[config.mk]
export PLATFORM = sky130hd
export DESIGN_NAME = sparse_rot_mul
export DESIGN_NICKNAME = d
export VERILOG_FILES = /design/src/rtl/srm_pkg.sv /design/src/rtl/srm_ctrl.sv /design/src/rtl/srm_lane.sv /design/src/rtl/srm_reduce.sv /design/src/rtl/sparse_rot_mul.sv
export SDC_FILE = /design/constraint.sdc
export NUM_CORES = 1
export LEC_CHECK = 0
export CAP_MARGIN = 20
export CORE_ASPECT_RATIO = 1.75
export CORE_UTILIZATION = 25
export DETAILED_ROUTE_END_ITERATION = 10
export PLACE_DENSITY_LB_ADDON = 0.05
export SYNTH_ARGS = -nofsm -noshare
export SYNTH_HDL_FRONTEND = slang
export SYNTH_SLANG_ARGS = --single-unit
[constraint.sdc]
create_clock -name clk -period 5.1 [get_ports clk]
set_input_delay 1.02 -clock clk [delete_from_list [all_inputs] [get_ports clk]]
set_output_delay 1.02 -clock clk [all_outputs]
set_load 0.03 [all_outputs]
[src/rtl/srm_pkg.sv]
package srm_pkg;

  typedef enum logic [1:0] {
    ST_IDLE    = 2'd0,
    ST_COLLECT = 2'd1,
    ST_RUN     = 2'd2,
    ST_FLUSH   = 2'd3
  } srm_state_t;

  // bit width needed to index n items, at least one bit
  function automatic int idx_width(input int n);
    return (n > 1) ? $clog2(n) : 1;
  endfunction

endpackage

[src/rtl/srm_ctrl.sv]
module srm_ctrl
  import srm_pkg::*;
#(
  parameter int LANES = 3,
  parameter int NW    = 10,
  parameter int AW    = 4,
  parameter int LW    = 2
) (
  input  logic             clk,
  input  logic             rst,
  input  logic             start,
  input  logic             pos_valid,
  input  logic             pos_last,
  output logic             pos_ready,
  output logic [LANES-1:0] lane_load,
  output logic [LANES-1:0] lane_go,
  output logic [AW-1:0]    word,
  output logic             last_word,
  output logic             clr,
  output logic             done
);

  srm_state_t       st_q;
  logic [LW-1:0]    fill_q;
  logic [LANES-1:0] loaded_q;
  logic             last_q;
  logic [AW-1:0]    word_q;
  logic             done_q;
  logic             take;
  logic             group_full;

  assign pos_ready  = (st_q == ST_COLLECT);
  assign take       = pos_ready && pos_valid;
  assign clr        = (st_q == ST_IDLE) && start;
  assign word       = word_q;
  assign last_word  = (word_q == AW'(NW - 1));
  assign group_full = (fill_q == LW'(LANES - 1));
  assign lane_go    = (st_q == ST_RUN) ? loaded_q : '0;
  assign done       = done_q;

  always_comb begin
    lane_load = '0;
    if (take) lane_load[fill_q] = 1'b1;
  end

  always_ff @(posedge clk) begin
    if (rst) begin
      st_q     <= ST_IDLE;
      fill_q   <= '0;
      loaded_q <= '0;
      last_q   <= 1'b0;
      word_q   <= '0;
      done_q   <= 1'b0;
    end else begin
      done_q <= (st_q == ST_FLUSH);
      case (st_q)
        ST_IDLE: begin
          if (start) begin
            st_q     <= ST_COLLECT;
            fill_q   <= '0;
            loaded_q <= '0;
          end
        end
        ST_COLLECT: begin
          if (take) begin
            loaded_q <= loaded_q | lane_load;
            fill_q   <= fill_q + LW'(1);
            last_q   <= pos_last;
            if (pos_last || group_full) begin
              st_q   <= ST_RUN;
              word_q <= '0;
            end
          end
        end
        ST_RUN: begin
          word_q <= word_q + AW'(1);
          if (last_word) begin
            loaded_q <= '0;
            fill_q   <= '0;
            st_q     <= last_q ? ST_FLUSH : ST_COLLECT;
          end
        end
        default: st_q <= ST_IDLE;
      endcase
    end
  end

endmodule

[src/rtl/srm_lane.sv]
module srm_lane #(
  parameter int P      = 37,
  parameter int W      = 4,
  parameter int CW     = 1,
  parameter bit BINARY = 1'b1,
  parameter int NW     = 10,
  parameter int AW     = 4,
  parameter int PW     = 6
) (
  input  logic            clk,
  input  logic            rst,
  input  logic            clr,
  input  logic            load,
  input  logic [PW-1:0]   pos_in,
  input  logic            go,
  input  logic [AW-1:0]   word,
  input  logic            last_word,
  input  logic [AW-1:0]   rd_addr,
  input  logic [P-1:0]    dense,
  output logic            used,
  output logic [W*CW-1:0] q
);

  localparam int WB = W * CW;

  logic [PW-1:0] pos_q;
  logic          used_q;
  logic [W-1:0]  contrib;
  logic          s1_v;
  logic          s1_first;
  logic [AW-1:0] s1_addr;
  logic [W-1:0]  s1_c;
  logic [WB-1:0] q_r;
  logic [WB-1:0] wdata;
  logic [AW-1:0] ra;
  logic [WB-1:0] mem [NW];

  // gather the rotated dense coefficients for this word
  always_comb begin
    contrib = '0;
    for (int k = 0; k < W; k++) begin
      automatic int i = int'(word) * W + k;
      automatic int s = int'(pos_q);
      automatic int j = (i >= s) ? (i - s) : (i + P - s);
      if (i < P) contrib[k] = dense[PW'(j)];
    end
  end

  // fold the contribution into the word read one cycle earlier
  always_comb begin
    for (int k = 0; k < W; k++) begin
      automatic logic [CW-1:0] old = s1_first ? '0 : q_r[k*CW +: CW];
      wdata[k*CW +: CW] = BINARY ? (old ^ CW'(s1_c[k])) : (old + CW'(s1_c[k]));
    end
  end

  assign ra   = go ? word : rd_addr;
  assign q    = q_r;
  assign used = used_q;

  always_ff @(posedge clk) begin
    if (s1_v) mem[s1_addr] <= wdata;
    q_r <= mem[ra];
  end

  always_ff @(posedge clk) begin
    if (rst) begin
      pos_q    <= '0;
      used_q   <= 1'b0;
      s1_v     <= 1'b0;
      s1_first <= 1'b0;
      s1_addr  <= '0;
      s1_c     <= '0;
    end else begin
      if (load) pos_q <= pos_in;
      if (clr) used_q <= 1'b0;
      else if (go && last_word) used_q <= 1'b1;
      s1_v     <= go;
      s1_first <= !used_q;
      s1_addr  <= word;
      s1_c     <= contrib;
    end
  end

endmodule

[src/rtl/srm_reduce.sv]
module srm_reduce #(
  parameter int LANES  = 3,
  parameter int W      = 4,
  parameter int CW     = 1,
  parameter bit BINARY = 1'b1
) (
  input  logic                       clk,
  input  logic                       rst,
  input  logic [LANES-1:0][W*CW-1:0] lane_q,
  input  logic [LANES-1:0]           used,
  output logic [W*CW-1:0]            rd_data
);

  logic [W*CW-1:0] sum;

  always_comb begin
    for (int k = 0; k < W; k++) begin
      automatic logic [CW-1:0] acc = '0;
      for (int l = 0; l < LANES; l++) begin
        if (used[l]) acc = BINARY ? (acc ^ lane_q[l][k*CW +: CW]) : (acc + lane_q[l][k*CW +: CW]);
      end
      sum[k*CW +: CW] = acc;
    end
  end

  always_ff @(posedge clk) begin
    if (rst) rd_data <= '0;
    else     rd_data <= sum;
  end

endmodule

[src/rtl/sparse_rot_mul.sv]
module sparse_rot_mul
  import srm_pkg::*;
#(
  parameter int P      = 37,
  parameter int W      = 4,
  parameter int VMAX   = 8,
  parameter int LANES  = 3,
  parameter bit BINARY = 1'b1,
  localparam int NW    = (P + W - 1) / W,
  localparam int AW    = idx_width(NW),
  localparam int PW    = idx_width(P),
  localparam int K     = $clog2(VMAX + 1),
  localparam int CW    = BINARY ? 1 : K
) (
  input  logic            clk,
  input  logic            rst,
  input  logic            dload_en,
  input  logic [AW-1:0]   dload_addr,
  input  logic [W-1:0]    dload_data,
  input  logic            start,
  input  logic            pos_valid,
  output logic            pos_ready,
  input  logic [PW-1:0]   pos_data,
  input  logic            pos_last,
  input  logic [AW-1:0]   rd_addr,
  output logic [W*CW-1:0] rd_data,
  output logic            done
);

  localparam int LW = idx_width(LANES);

  logic [P-1:0]              dense_q;
  logic [P-1:0]              dense_d;
  logic [LANES-1:0]          lane_load;
  logic [LANES-1:0]          lane_go;
  logic [LANES-1:0]          lane_used;
  logic [LANES-1:0][W*CW-1:0] lane_q;
  logic [AW-1:0]             word;
  logic                      last_word;
  logic                      clr;
  logic                      run_go;

  // dense operand: register file written a word at a time
  always_comb begin
    dense_d = dense_q;
    if (dload_en) begin
      for (int k = 0; k < W; k++) begin
        automatic int idx = int'(dload_addr) * W + k;
        if (idx < P) dense_d[PW'(idx)] = dload_data[k];
      end
    end
  end

  always_ff @(posedge clk) begin
    if (rst) dense_q <= '0;
    else     dense_q <= dense_d;
  end

  assign run_go = |lane_go;

  srm_ctrl #(.LANES(LANES), .NW(NW), .AW(AW), .LW(LW)) u_ctrl (
    .clk       (clk),
    .rst       (rst),
    .start     (start),
    .pos_valid (pos_valid),
    .pos_last  (pos_last),
    .pos_ready (pos_ready),
    .lane_load (lane_load),
    .lane_go   (lane_go),
    .word      (word),
    .last_word (last_word),
    .clr       (clr),
    .done      (done)
  );

  for (genvar l = 0; l < LANES; l++) begin : g_lane
    srm_lane #(.P(P), .W(W), .CW(CW), .BINARY(BINARY), .NW(NW), .AW(AW), .PW(PW)) u_lane (
      .clk       (clk),
      .rst       (rst),
      .clr       (clr),
      .load      (lane_load[l]),
      .pos_in    (pos_data),
      .go        (lane_go[l]),
      .word      (word),
      .last_word (last_word),
      .rd_addr   (rd_addr),
      .dense     (dense_q),
      .used      (lane_used[l]),
      .q         (lane_q[l])
    );
  end

  srm_reduce #(.LANES(LANES), .W(W), .CW(CW), .BINARY(BINARY)) u_reduce (
    .clk     (clk),
    .rst     (rst),
    .lane_q  (lane_q),
    .used    (lane_used),
    .rd_data (rd_data)
  );

endmodule

==> results of run 1 <==
-- state kept, by name (all words and copies together), names as in the netlist --
register                count
u_ctrl.done                 1
u_reduce.rd_data            4
g_lane.u_lane.s1_v          3
g_lane.u_lane.pos_q        18
g_lane.u_lane.q            12
u_ctrl.last_q               1
u_ctrl.word                 4
g_lane.u_lane.s1_first      3
g_lane.u_lane.s1_c         12
dense_q                    37
g_lane.u_lane.s1_addr       4
u_ctrl.loaded_q             3
u_ctrl.fill_q               2
g_lane.u_lane.used          3
g_lane.u_lane.mem         120
u_ctrl.st_q                 2
-- cells in the final DEF, fill, tap and decap left out, types with 24 or more instances in the layout --
cell	Yosys	routed
clkdlybuf4s50_1	0	28
buf_4	4	79
inv_1	54	54
a21o_1	24	24
mux2_2	30	30
xnor2_1	81	81
mux2i_1	157	154
nand3_1	49	49
mux4_2	50	50
edfxtp_1	120	120
nor2_1	195	195
xor2_1	29	29
nand2b_1	36	36
nor2b_1	37	37
ha_1	62	62
clkbuf_16	0	27
dfxtp_1	109	109
a21oi_1	148	147
a31oi_1	25	25
o22ai_1	29	29
nor3_1	41	41
a211oi_1	34	33
o21ai_0	52	52
nand2_1	147	147
-- through the flow --
step	utilization	setup slack, ns	instances
final	0.288	0.940	2822
after global routing	0.288	0.611	2822
after CTS	0.288	0.983	2821
after detailed placement	0.275	1.01	2773
after global placement	0.275	1.01	2773
after floorplan	-	0.688	1893
-- worst reg2reg max path, stage by stage (launching register included) --
cell       delay [ns]
dfxtp_1          0.60
buf_4            0.28
ha_1             0.41
a21o_1           0.26
a21oi_1          0.60
nand3_1          0.32
nand2_1          0.46
mux2_2           0.39
o311ai_0         0.30
a21oi_1          0.08
o2111ai_1        0.24
o21ai_0          0.10
-- final timing paths --
| check | slack, ns | cells past startpoint | to | startpoint |
|---|---|---|---|---|
| setup reg to reg | 0.94 | 11 | g_lane[1].u_lane.s1_c[0] | u_ctrl.word[2] |
| hold / removal | 0.47 | 2 | g_lane[1].u_lane.pos_q[4] | g_lane[1].u_lane.pos_q[4] |
| hold reg to reg | 0.47 | 2 | g_lane[1].u_lane.pos_q[4] | g_lane[1].u_lane.pos_q[4] |
| setup / recovery | 0.94 | 11 | g_lane[1].u_lane.s1_c[0] | u_ctrl.word[2] |
-- area by class of cell --
type | count | area, sq um | area share
tap | 903 | 1130 | 0.0570
clock buffer | 39 | 753 | 0.0380
inverter | 56 | 210 | 0.0106
multi-input combinational | 1479 | 11000 | 0.553
sequential | 229 | 5790 | 0.292
timing repair buffer | 107 | 873 | 0.0441
clock inverter | 9 | 113 | 0.00568
-- per-layer routing --
| layer | vias to the layer above | share of wire |
|---|---|---|
| li1 | 6995 | - |
| met1 | 7507 | 0.34 |
| met2 | 441 | 0.56 |
| met3 | 231 | 0.033 |
| met4 | 0 | 0.075 |
| met5 | - | 0 |
-- power by group --
group,switching (W),internal [W],leakage [nW]
registers,0.0000411,0.00201,1.98
clock network,0.000840,0.00113,0.422
logic,0.000774,0.000414,4.57
-- kinds of logic (layout without fill, tap and decap cells) --
| family | count (synthesis) | after routing | synth area share |
|---|---|---|---|
| mux | 239 | 239 | 0.176 |
| buf+inv | 185 | 211 | 0.0428 |
| xor+xnor | 112 | 112 | 0.0570 |
| flops | 229 | 229 | 0.331 |
| fa+ha+maj | 74 | 74 | 0.0582 |
| simple gates | 572 | 572 | 0.152 |
| compound gates | 482 | 482 | 0.183 |
==> impl_metrics.ini, run 1 <==
[cts]
cts_tree = built
clk_latency_ns = 0.57
cts_htree_levels = 1
cts_buffers = 26
cts_buffer_depth = 3
cts.repair.resized = 0
path_clk_slew_ns = 0.07
cts_num_sinks = 229
ctsRootBufferMaster = clkbuf_16
postCtsSetupBuffers = 0
holdBufCountCts = 0

[flow_run]
drv_cap = 0

[place]
io_buffer_count = 29
hpwlAfterDp_microns = 60300
post_dp_cell_area_sq_mm = 0.0189
place_congestion = 0.876

[detailed_routing]
antenna_left = 0
route.detailed.drc = 0
first_pass_iters = 5
finalWirelength_microns = 79500
wl_per_cell_microns = 28.2
vias = 15174
drt_iter0_drc = 832
via_per_inst = 5.38

[synthesis]
ys_types = 81
synth.area.top_cells = edfxtp_1 21%, dfxtp_1 12%, mux2i_1 9.0%
yosysTopAreaCell = edfxtp_1
synth-seq-cells = 229
yosys.cell_count.top_type = nor2_1
syn_nets = 1991
synthCells = 1893
ys_warn_count = 0
synth_edf_count = 120
synth_top_area_frac = 0.206
syn_area_sq_mm = 0.0175
synthTopCellsByCount = 195 x nor2_1, 157 x mux2i_1, 148 x a21oi_1, 147 x nand2_1, 120 x edfxtp_1
avgSynthCellArea_sq_um = 9.23
synthFlopType = edfxtp_1
seq_area_frac_synth = 0.331
synth-async-reset-ratio = 0

[worst_setup_path]
cpPeakStageDelay_ns = 0.60
critPathTopFamily = compound AO/OA/AOI/OAI gates
startpoint_type = register
crit_chain = buf_4 > ha_1 > a21o_1 > a21oi_1 > nand3_1 > nand2_1 > mux2_2 > o311ai_0 > a21oi_1 > o2111ai_1 > o21ai_0
cp.arrival_ns = 4.60
cp_num_buf_inv = 1
cp-end-kind = register
crit_type = reg2reg
crit_top_cell = a21oi_1
required_ns = 5.54
slowest_stage = dfxtp_1
crit_fanout = 11

[floorplan]
start_util = 0.254
die_h_microns = 352
io_pins = 30
rows = 127
coreArea_sq_mm = 0.0688
die_x_microns = 202
die_area_sq_mm = 0.0710

[timing]
hold_viol = 0
post-route-period-util = 0.816
fmax_mhz = 240
maxSlewHeadroom = 0.238
rsz0062_at_grt = false
hold_slack_ns = 0.474
setup_viol = 0
worst_pin_slew_ns = 1.13
final.min_clock_period_ns = 4.16
worst_clock_skew_ns = 0.0162
slew_violations = 0
tns_ns = 0

[power_and_ir_drop]
p_total_w = 0.00520
power_density_mw_per_mm2 = 263
leakage_nw = 6.97
peakVddDrop_v = 0.000148

[final_layout]
fin_area_sq_mm = 0.0198
area_growth_pct = 13.5
drive_above_1_share = 0.117
n_antenna_cell = 0
fillers = 7282
finalNetCount = 1997

[grt]
antenna_found_initial = 0
use_met1 = 0.209
grt_use_met3 = 0.0206
grt_max_degree = 84
grt_pass1_wl_microns = 113000
use_met2 = 0.446
grt_pass1_vias = 15627
grt.total_usage = 0.222
busiest_layer = met2
overflow = 0

[worst_hold_path]
hp-class = reg2reg

[outcome]
status = finished, final reports clean
Power figures use the tool's default switching activity.
==> run 2, diff against run 1 <==
- clock period: 5.1 -> 4.2 ns (I/O delays scaled with it)
==> impl_metrics.ini, run 2 (synthesis gave the netlist of run 1 again) <==
[outcome]
status = finished, final reports clean

[power_and_ir_drop]
peakVddDrop_v = 0.000314
power_density_mw_per_mm2 = 326
leakage_nw = 7.12

[detailed_routing]
antenna_left = 0
first_pass_iters = 5
via_per_inst = 5.37
finalWirelength_microns = 79800
drt_iter0_drc = 876
vias = 15283
route.detailed.drc = 0
wl_per_cell_microns = 28.0

[flow_run]
drv_cap = 0

[cts]
cts_htree_levels = 1
holdBufCountCts = 0
path_clk_slew_ns = 0.06
ctsRootBufferMaster = clkbuf_16
cts_tree = built
postCtsSetupBuffers = 0
cts.repair.resized = 0
clk_latency_ns = 0.59
cts_buffers = 27
cts_num_sinks = 229
cts_buffer_depth = 3

[worst_hold_path]
hp-class = reg2reg

[grt]
antenna_found_initial = 2
grt_pass1_wl_microns = 115000
grt_pass1_vias = 15956
overflow = 0
grt_max_degree = 52
grt.total_usage = 0.224

[timing]
worst_clock_skew_ns = 0.0282
rsz0062_at_grt = false
tns_ns = 0
worst_slack_ns = 0.323
maxSlewHeadroom = 0.257
hold_viol = 0
setup_viol = 0
fmax_mhz = 258
final.min_clock_period_ns = 3.88
worst_pin_slew_ns = 1.11
post-route-period-util = 0.923
slew_violations = 0

[final_layout]
multi_input_comb_area_sq_mm = 0.0110
final_cell_mix = 195 x nor2_1, 154 x mux2i_1, 148 x a21oi_1
top_regs = g_lane.u_lane.mem: 120 flops, dense_q: 37 flops, g_lane.u_lane.pos_q: 18 flops
largest-register = g_lane.u_lane.mem
largest_reg_flops = 120
fillers = 7252
drive_above_1_share = 0.131
layout_commonest_cell = nor2_1
finalNetCount = 2019
n_antenna_cell = 0
seq_area_sq_mm = 0.00579
area_growth_pct = 14.9

[worst_setup_path]
crit_type = reg2reg
required_ns = 4.68
cp.arrival_ns = 4.36
cp-end-kind = register
startpoint_type = register
crit_fanout = 8

[floorplan]
die_x_microns = 202
die_h_microns = 352
io_pins = 30
die_area_sq_mm = 0.0710
start_util = 0.254
coreArea_sq_mm = 0.0688
rows = 127

[place]
hpwlAfterDp_microns = 60600
place_congestion = 0.901
preCtsSetupSlack_ns = 0.157
io_buffer_count = 29
==> run 2: cell count changes in the layout (fill, tap and decap cells not counted), moves of 2 or more <==
cell	change
clkinv_2	+6
buf_4	+21
clkbuf_2	-2
bufinv_16	+3
clkbuf_8	-2
clkbuf_1	-4
==> run 2: path summary, 6_finish.rpt <==
kind                                                start                         to  slack, ns  cells past startpoint
worst max register to register             u_ctrl.word[1]   g_lane[1].u_lane.s1_c[3]       0.32                     12
worst min-delay path            g_lane[1].u_lane.pos_q[4]  g_lane[1].u_lane.pos_q[4]       0.46                      2
worst min register to register  g_lane[1].u_lane.pos_q[4]  g_lane[1].u_lane.pos_q[4]       0.46                      2
worst max-delay path                       u_ctrl.word[1]   g_lane[1].u_lane.s1_c[3]       0.32                     12
==> run 2: routing by layer <==
layer | up-vias | track usage | share of wire
met3 | 205 | 0.0215 | 0.029
met1 | 7594 | 0.214 | 0.34
met5 | - | 0 | 0.00029
met4 | 4 | 0.148 | 0.072
met2 | 420 | 0.448 | 0.56
li1 | 7060 | - | -
==> run 2: final cells by class <==
| cell class | count | area share |
|---|---|---|
| inverters | 56 | 0.0105 |
| multi-input cells | 1479 | 0.547 |
| well taps | 903 | 0.0563 |
| flip-flops and latches | 229 | 0.288 |
| clock inverters | 18 | 0.0120 |
| clock buffers | 31 | 0.0349 |
| repair buffers | 128 | 0.0514 |
==> run 2: where the power goes <==
part           total [W]  switching [W]  internal, W
sequential       0.00250      0.0000626      0.00244
clock            0.00260        0.00108      0.00152
combinational    0.00145       0.000916     0.000536
total            0.00655        0.00206      0.00449
==> run 2: per-stage QoR <==
step	std cells	instance area (sq um)	hold WS (ns)	utilization	total power [W]
6_report	2844	20100	0.456	0.292	0.00655
5_1_grt	2844	20100	0.477	0.292	0.00680
4_1_cts	2843	20100	0.459	0.291	0.00663
3_5_place_dp	2794	19100	0.451	0.278	0.00399
3_3_place_gp	2792	19100	0.454	0.278	0.00399
2_1_floorplan	1893	17500	0.436	-	0.00342
==> run 2: worst max-delay path, cell delays in order, from the launching register on <==
cell and delay [ns]:
dfxtp_1 0.41, inv_1 0.06, buf_4 0.19, ha_1 0.44, nand3b_1 0.37, a21oi_1 0.48
nor2_2 0.13, buf_4 0.20, o41ai_2 0.32, buf_4 0.22, a22oi_1 0.09, or4b_2 0.66
nand3_1 0.19
